### src/rtl/pllsd_pkg.sv
`timescale 1ns/1ps
package pllsd_pkg;

   // Sequencer phases: PLL running, shutdown pending, PLL stopped
   typedef enum logic [1:0] {
      SEQ_RUN  = 2'd0,
      SEQ_WAIT = 2'd1,
      SEQ_OFF  = 2'd2
   } seq_state_t;

endpackage

### src/rtl/pllsd_sync_edge.sv
`timescale 1ns/1ps
// Synchronizes an asynchronous level and emits a one-cycle pulse on its rising edge.
module pllsd_sync_edge #(
   parameter int STAGES = 2
) (
   input  logic clk,
   input  logic rst_n,
   input  logic async_in,
   output logic rise
);

   logic [STAGES-1:0] chain;
   logic              last;

   generate
      if (STAGES < 2) begin : g_bad_depth
         $error("pllsd_sync_edge: STAGES must be at least 2");
      end
      if (STAGES == 2) begin : g_pair
         always_ff @(posedge clk or negedge rst_n) begin
            if (!rst_n) begin
               chain <= '0;
            end else begin
               chain[0] <= async_in;
               chain[1] <= chain[0];
            end
         end
      end else begin : g_chain
         always_ff @(posedge clk or negedge rst_n) begin
            if (!rst_n) begin
               chain <= '0;
            end else begin
               chain <= {chain[STAGES-2:0], async_in};
            end
         end
      end
   endgenerate

   always_ff @(posedge clk or negedge rst_n) begin
      if (!rst_n) last <= 1'b0;
      else        last <= chain[STAGES-1];
   end

   assign rise = chain[STAGES-1] & ~last;

endmodule

### src/rtl/pllsd_edge_count.sv
`timescale 1ns/1ps
// Counts synchronized slow-clock rises while enabled; reports when the target is passed.
module pllsd_edge_count #(
   parameter int CNT_W = 2
) (
   input  logic             clk,
   input  logic             rst_n,
   input  logic             clear,
   input  logic             rise,
   input  logic [CNT_W-1:0] target,
   output logic             reached
);

   localparam int VW = CNT_W + 1;
   localparam int MAXV = 1 << CNT_W;

   logic [VW-1:0] seen;

   always_ff @(posedge clk or negedge rst_n) begin
      if (!rst_n) begin
         seen <= '0;
      end else if (clear) begin
         seen <= '0;
      end else if (rise && (seen != VW'(MAXV))) begin
         seen <= seen + VW'(1);
      end
   end

   assign reached = (seen > {1'b0, target});

endmodule

### src/rtl/pllsd_min_delay.sv
`timescale 1ns/1ps
// Counts fast-clock cycles spent in the pending phase; done once the minimum is covered.
module pllsd_min_delay #(
   parameter int MIN_DLY = 16
) (
   input  logic clk,
   input  logic rst_n,
   input  logic clear,
   output logic done
);

   // Two cycles are absorbed by the enable register and the phase register.
   localparam int LIM = MIN_DLY - 2;
   localparam int W   = $clog2(LIM + 1);

   logic [W-1:0] ticks;

   always_ff @(posedge clk or negedge rst_n) begin
      if (!rst_n) begin
         ticks <= '0;
      end else if (clear) begin
         ticks <= '0;
      end else if (ticks != W'(LIM)) begin
         ticks <= ticks + W'(1);
      end
   end

   assign done = (ticks == W'(LIM));

endmodule

### src/rtl/pll_shutdown_seq.sv
`timescale 1ns/1ps
module pll_shutdown_seq
   import pllsd_pkg::*;
#(
   parameter int CNT_W       = 2,
   parameter int MIN_DLY     = 16,
   parameter int SYNC_STAGES = 2
) (
   input  logic             clk,
   input  logic             rst_n,
   input  logic             wr_en,
   input  logic             wr_pll_en,
   input  logic [CNT_W-1:0] wr_cnt,
   output logic             rd_pll_en,
   output logic [CNT_W-1:0] rd_cnt,
   output logic             bus_req,
   input  logic             bus_gnt,
   input  logic             bus_cycle_done,
   input  logic             slow_clk,
   input  logic             irq,
   output logic             pll_en
);

   generate
      if (CNT_W < 1 || CNT_W > 8) begin : g_bad_cnt
         $error("pll_shutdown_seq: CNT_W out of range");
      end
      if (MIN_DLY < 3) begin : g_bad_dly
         $error("pll_shutdown_seq: MIN_DLY must be at least 3");
      end
   endgenerate

   logic             en_bit;
   logic [CNT_W-1:0] cnt_field;
   logic [CNT_W-1:0] cnt_held;
   seq_state_t       state, state_nx;
   logic             slow_rise;
   logic             edge_ok;
   logic             dly_ok;
   logic             not_pending;
   logic             may_stop;

   // Software-visible enable bit: interrupt wins over a write
   always_ff @(posedge clk or negedge rst_n) begin
      if (!rst_n)      en_bit <= 1'b1;
      else if (irq)    en_bit <= 1'b1;
      else if (wr_en)  en_bit <= wr_pll_en;
   end

   always_ff @(posedge clk or negedge rst_n) begin
      if (!rst_n)     cnt_field <= '0;
      else if (wr_en) cnt_field <= wr_cnt;
   end

   // Count setting captured at sequence start
   always_ff @(posedge clk or negedge rst_n) begin
      if (!rst_n)                                  cnt_held <= '0;
      else if (state == SEQ_RUN && !en_bit)        cnt_held <= cnt_field;
   end

   assign not_pending = (state != SEQ_WAIT);

   pllsd_sync_edge #(.STAGES(SYNC_STAGES)) u_sync (
      .clk      (clk),
      .rst_n    (rst_n),
      .async_in (slow_clk),
      .rise     (slow_rise)
   );

   pllsd_edge_count #(.CNT_W(CNT_W)) u_edges (
      .clk     (clk),
      .rst_n   (rst_n),
      .clear   (not_pending),
      .rise    (slow_rise),
      .target  (cnt_held),
      .reached (edge_ok)
   );

   pllsd_min_delay #(.MIN_DLY(MIN_DLY)) u_dly (
      .clk   (clk),
      .rst_n (rst_n),
      .clear (not_pending),
      .done  (dly_ok)
   );

   assign may_stop = edge_ok & dly_ok & bus_gnt & bus_cycle_done;

   always_comb begin
      state_nx = state;
      unique case (state)
         SEQ_RUN:  if (!en_bit) state_nx = SEQ_WAIT;
         SEQ_WAIT: begin
            if (en_bit)        state_nx = SEQ_RUN;
            else if (may_stop) state_nx = SEQ_OFF;
         end
         SEQ_OFF:  if (en_bit) state_nx = SEQ_RUN;
         default:  state_nx = SEQ_RUN;
      endcase
   end

   always_ff @(posedge clk or negedge rst_n) begin
      if (!rst_n) state <= SEQ_RUN;
      else        state <= state_nx;
   end

   assign pll_en    = (state != SEQ_OFF);
   assign bus_req   = (state == SEQ_WAIT);
   assign rd_pll_en = en_bit;
   assign rd_cnt    = cnt_field;

endmodule

### config.mk
export PLATFORM = sky130hd
export DESIGN_NAME = pll_shutdown_seq
export DESIGN_NICKNAME = d
export VERILOG_FILES = /design/src/rtl/pllsd_pkg.sv /design/src/rtl/pllsd_sync_edge.sv /design/src/rtl/pllsd_edge_count.sv /design/src/rtl/pllsd_min_delay.sv /design/src/rtl/pll_shutdown_seq.sv
export SDC_FILE = /design/constraint.sdc
export NUM_CORES = 1
export LEC_CHECK = 0
export BUFFER_PORTS_ARGS = -buffer_cell sky130_fd_sc_hd__buf_2
export CORE_ASPECT_RATIO = 1.5
export CORE_MARGIN = 2
export CORE_UTILIZATION = 39
export DETAILED_ROUTE_END_ITERATION = 7
export GPL_TIMING_DRIVEN = 0
export MAX_ROUTING_LAYER = met4
export PLACE_DENSITY = 0.74
export SYNTH_ARGS = -nofsm -noshare
export SYNTH_HDL_FRONTEND = slang
export SYNTH_SLANG_ARGS = --single-unit
### constraint.sdc
create_clock -name clk -period 1.4 [get_ports clk]
set_input_delay 0.14 -clock clk [delete_from_list [all_inputs] [get_ports clk]]
set_output_delay 0.14 -clock clk [all_outputs]
set_load 0.02 [all_outputs]
==> results of run 1 <==
==> worst paths after layout <==
check,endpoint,slack [ns],startpoint
worst max-delay path,state[1],-0.13,u_edges.seen[1]
worst min-delay path,rd_pll_en,0.04,irq
worst max register to register,state[1],-0.13,u_edges.seen[1]
worst min register to register,u_sync.chain[1],0.35,u_sync.chain[0]
max in group asynchronous,rd_pll_en,0.81,rst_n
min in group asynchronous,rd_cnt[0],0.29,rst_n
==> cell type report <==
cell class                      count  area (um^2)  share of cell area, %
Inverter                            7         26.3                   2.58
Buffer                              1         11.3                   1.11
Clock buffer                        4         26.3                   2.58
Timing Repair Buffer               20          120                   11.8
Sequential cell                    17          427                   41.9
Tap cell                           22         27.5                   2.70
Multi-Input combinational cell     45          380                   37.3
==> sequential cells by signal (all words and copies together) (netlist names) <==
register and cells:
rd_pll_en 1, cnt_held 2, u_sync.chain 2, u_edges.seen 3
rd_cnt 2, u_dly.ticks 4, u_sync.last 1, state 2
==> placed cells by master (no fill, tap or decap), types with 2 or more instances in the layout <==
cell	instances
ha_1	3
clkbuf_4	3
ha_2	2
a211oi_1	2
nor2_1	6
inv_1	6
mux2_2	3
dlygate4sd3_1	2
buf_4	4
dfrtp_1	16
nor3_1	4
xnor2_1	3
nand2_1	3
a21oi_1	2
buf_2	14
==> metrics by stage <==
step / utilization, % / power [mW] / area (um^2) / worst slack [ns] / setup TNS, ns
2_1_floorplan: - / 0.644 / 791 / -0.0525 / -0.0982
3_3_place_gp: 44.9 / 0.690 / 888 / -0.174 / -0.488
3_5_place_dp: 44.9 / 0.697 / 888 / -0.202 / -0.754
4_1_cts: 50.1 / 0.984 / 991 / -0.129 / -0.303
5_1_grt: 51.5 / 1.04 / 1020 / -0.194 / -0.738
6_report: 51.5 / 0.980 / 1020 / -0.127 / -0.294
==> critical path, delay by kind of cell, from the launching register on <==
kind                     cells  cell delay, ns
AND/OR/NAND/NOR              2            0.54
flip-flops                   1            0.42
adder cells (fa/ha/maj)      1            0.28
AO/OA/AOI/OAI                2            0.22
==> logic make-up after synthesis <==
logic type / share of synthesized area (%)
adders and majority gates: 9.49
AOI/OAI and AO/OA: 8.70
buffers and inverters: 4.75
muxes: 5.54
and+or+nand+nor: 14.2
DFF: 54.0
xor gates and xnor gates: 3.32
==> per-layer routing <==
metal,vias up,wire (um)
li1,290,-
met1,281,586
met2,7,742
met3,2,24
met4,0,16
met5,-,0
==> repair_timing <==
action / CTS / global route
pin swaps: 3 / 0
resized for setup: 8 / 4
endpoints found under the hold margin: 17 / 0
hold buffers: 2 / 0
setup buffers: 4 / 0
setup endpoints to repair: 5 / 5
==> where the power goes <==
group / internal [mW] / switching [mW] / leakage (nW) / total (mW)
sequential: 0.525 / 0.0208 / 0.217 / 0.546
clock: 0.111 / 0.142 / 0.0150 / 0.252
combinational: 0.0912 / 0.0903 / 0.228 / 0.181
==> flow_summary.toml, run 1 <==
[finish]
diodes = 0
finalNonFillerCells = 116
layout-drive-gt1-share_pct = 37.2
syn_to_final_growth_pct = 28.8
fin_nets = 111
n_fill_cell = 175

[run_status]
outcome = "complete, but fails checks"
violations = "negative setup slack"

[critical_path]
cp_data_required_time_ns = 1.62
crit_type = "register to register"
cp-end-kind = "register"
arrival_ns = 1.74
critical_path.startpoint_type = "register"
cp_slowest_cell = "dfrtp_1"
worstRegToRegCells = 5
critPathMaxFanout = 2
crit_chain = "ha_4 -> nor2b_4 -> o31ai_2 -> or4_1 -> a21oi_1"
max_stage_delay_ns = 0.42

[yosys]
synth_top_cell_area_share_pct = 50.6
synth-seq-cells = 17
synth_warnings = 0
synth_largest_area_cell = "dfrtp_1"
yosysUniqueCellTypes = 25
synth-seq-area-share_pct = 54.0
synth_area_per_cell_um2 = 11.3
synthArstFlopShare_pct = 100
synth_nets = 86
ys.flop_type = "dfrtp_1"
synth_most_common_cell = "dfrtp_1"
ys_top_cells_by_area = "dfrtp_1, ha_1, mux2_2"
syn_inst = 70
synth_common_cells = "dfrtp_1, inv_1, ha_1, nor2_1, nor3_1"
syn-cell-area_um2 = 791
synth-edff-count = 0

[timing]
setup_violations = 4
fin_worst_skew_ns = 0.00574
slew_violations = 0
worst_pin_slew_ns = 0.376
hold_viol = 0
timing.final.crit_share_pct = 109
slew_headroom_pct = 74.7
fmax_ghz = 0.655
hold_slack_ns = 0.0374
fin_crit_ns = 1.53
rsz0062_at_grt = "yes"
worst_slack_ns = -0.127

[floorplan]
die_y_um = 59.2
ios = 15
initial_core_util_pct = 40.0
core_um2 = 1980
dieWidth_um = 40.8
num_rows = 20
die_area_um2 = 2410

[global_routing]
grt.busiest_layer = "met2"
grt_use_total_pct = 14.5
met1_usage_pct = 17.5
grt_max_degree = 18
use_met2_pct = 22.0
overflow = 0
antenna_found_initial = 0
grt_pass1_vias = 564
grtUsageMet3_pct = 3.38
grt_first_pass_wirelength_um = 2300

[detailed_routing]
postRouteAntennaNets = 0
num_vias = 580
drtPass1Iterations = 4
routedWlPerCell_um = 11.8
drt_wl_total_um = 1370
drc_errors = 0
drt_iter0_drc = 3
viasPerCell = 5.00

[power]
peakVddDrop_v = 0.000695
p_leak_nw = 0.460
cellPowerDensity_nw_per_um2 = 962

[clock_network]
clkTransAtPathRegs_ns = 0.10
cts_made_buffers = 3
cts-root-buf = "clkbuf_4"
htree_levels = 1
clock_latency_ns = 0.28
cts_tree = "built"
clock_path_buffers = 2
cts.sinks = 17

[worst_hold_path]
timing.hold.worst_path_depth = 2
min_path_type = "input pin to register"

[placement]
gp_congestion = 0.642
dp_cells = 106
numPortBuffers = 14
dp_hpwl_um = 968

[flow_run]
max-cap-violations = 0
No activity file was read; power rests on OpenSTA's default activity.
==> inputs of run 2 (changes only) <==
--- a/config.mk
+++ b/config.mk
@@ -11,7 +11,6 @@
 export CORE_UTILIZATION = 39
 export DETAILED_ROUTE_END_ITERATION = 7
 export GPL_TIMING_DRIVEN = 0
-export MAX_ROUTING_LAYER = met4
 export PLACE_DENSITY = 0.74
 export SYNTH_ARGS = -nofsm -noshare
 export SYNTH_HDL_FRONTEND = slang
==> run 2 against run 1 <==
- the flow still finishes with violations (negative setup slack)
- clock-buffer cell count did not move
- core utilization did not move
- routed wire length fell by 0.80%
- critical path type unchanged
- highest routed layer unchanged
==> flow_summary.toml, run 2 (synthesis gave the netlist of run 1 again) <==
[run_status]
violations = "negative setup slack"
outcome = "complete, but fails checks"

[clock_network]
cts_tree = "built"
cts_made_buffers = 3
cts.sinks = 17
clock_latency_ns = 0.28
cts-root-buf = "clkbuf_4"
htree_levels = 1
clock_path_buffers = 2
clkTransAtPathRegs_ns = 0.09

[critical_path]
regToRegStartpoint = "u_edges.seen[1]"
critical_path.startpoint_type = "register"
crit_type = "register to register"
arrival_ns = 1.74
worstRegToRegCells = 5
cp_data_required_time_ns = 1.61
cp-endpoint = "state[1]"
cp-startpoint = "u_edges.seen[1]"
r2r_setup_slack_ns = -0.13
critPathMaxFanout = 2
cp-end-kind = "register"
r2r-end = "state[1]"

[global_routing]
grt_first_pass_wirelength_um = 2310
overflow = 0
grt.busiest_layer = "met2"
grt_pass1_vias = 564
met1_usage_pct = 17.5
use_met2_pct = 22.0
antenna_found_initial = 0
grt_use_total_pct = 14.1
grtUsageMet3_pct = 3.38
grt_max_degree = 18

[finish]
finalNonFillerCells = 116
final_core_util_pct = 51.5
fin_nets = 111
final_cell_mix = "dfrtp_1, buf_2, inv_1, nor2_1"
diodes = 0
final_common_cell = "dfrtp_1"
n_fill_cell = 175
layout-drive-gt1-share_pct = 37.2
largest_reg_flops = 4
largest-register = "u_dly.ticks"
top_regs = "u_dly.ticks (4), u_edges.seen (3)"
syn_to_final_growth_pct = 28.8

[floorplan]
initial_core_util_pct = 40.0
die_y_um = 59.2
ios = 15
core_um2 = 1980
die_area_um2 = 2410
num_rows = 20
dieWidth_um = 40.8

[timing]
worst_slack_ns = -0.127
rsz0062_at_grt = "yes"
slew_headroom_pct = 75.4
slew_violations = 0
timing.final.crit_share_pct = 109
hold_viol = 0
worst_pin_slew_ns = 0.366
fin_crit_ns = 1.53
hold_slack_ns = 0.0404
setup_violations = 4
fin_worst_skew_ns = 0.00415
setup_tns_ns = -0.291
fmax_ghz = 0.655

[power]
p_leak_nw = 0.460
peakVddDrop_v = 0.000687
cellPowerDensity_nw_per_um2 = 959

[worst_hold_path]
timing.hold.worst_path_depth = 2
min_path_type = "input pin to register"

[placement]
dp_hpwl_um = 968
numPortBuffers = 14
gp_congestion = 0.637
dp_cells = 106

[detailed_routing]
drt_wl_total_um = 1360
drtPass1Iterations = 4
num_vias = 582
drt_iter0_drc = 5
postRouteAntennaNets = 0
drc_errors = 0
routedWlPerCell_um = 11.7
viasPerCell = 5.02

[flow_run]
max-cap-violations = 0
run 2: power by group:
group | switching (mW) | internal, mW
Combinational | 0.0905 | 0.0913
Sequential | 0.0208 | 0.525
Clock | 0.139 | 0.110
Total | 0.250 | 0.727
run 2: area by class of cell:
type | count | area (um^2) | area share [%]
repair buffers | 20 | 120 | 11.8
inverters | 7 | 26.3 | 2.58
flip-flops and latches | 17 | 427 | 41.9
clock buffers | 4 | 26.3 | 2.58
plain buffers | 1 | 11.3 | 1.11
well taps | 22 | 27.5 | 2.70
multi-input cells | 45 | 380 | 37.3
run 2: worst min path at each step:
| stage | start | endpoint |
|---|---|---|
| after floorplan | rst_n | cnt_held[0] |
| after global placement | rst_n | rd_cnt[0] |
| after detailed placement | rst_n | rd_cnt[0] |
| after CTS | irq | rd_pll_en |
| after global routing | irq | rd_pll_en |
| final | irq | rd_pll_en |
run 2: metrics by stage:
stage | area (um^2) | power (mW) | worst slack (ns)
floorplan | 791 | 0.644 | -0.0525
global placement | 888 | 0.690 | -0.174
detailed placement | 888 | 0.697 | -0.202
CTS | 991 | 0.984 | -0.129
global route | 1020 | 1.04 | -0.194
finish | 1020 | 0.977 | -0.127
run 2: timing repair:
action,4_1_cts,5_1_grt
endpoints found under the setup margin,5,5
gates cloned,0,0
hold buffers,2,0
buffers inserted,4,0
gates resized for setup,8,4
pin swaps,3,0
hold endpoints to repair,17,0
run 2: metal layers:
layer,up-vias,part of all wire (%)
li1,289,-
met5,-,0
met4,0,1.4
met2,7,55
met3,2,1.7
met1,284,42
run 2: critical path: stages, from the launching register on:
cell	delay [ns]
dfrtp_1	0.42
ha_4	0.28
nor2b_4	0.13
o31ai_2	0.07
or4_1	0.41
a21oi_1	0.15
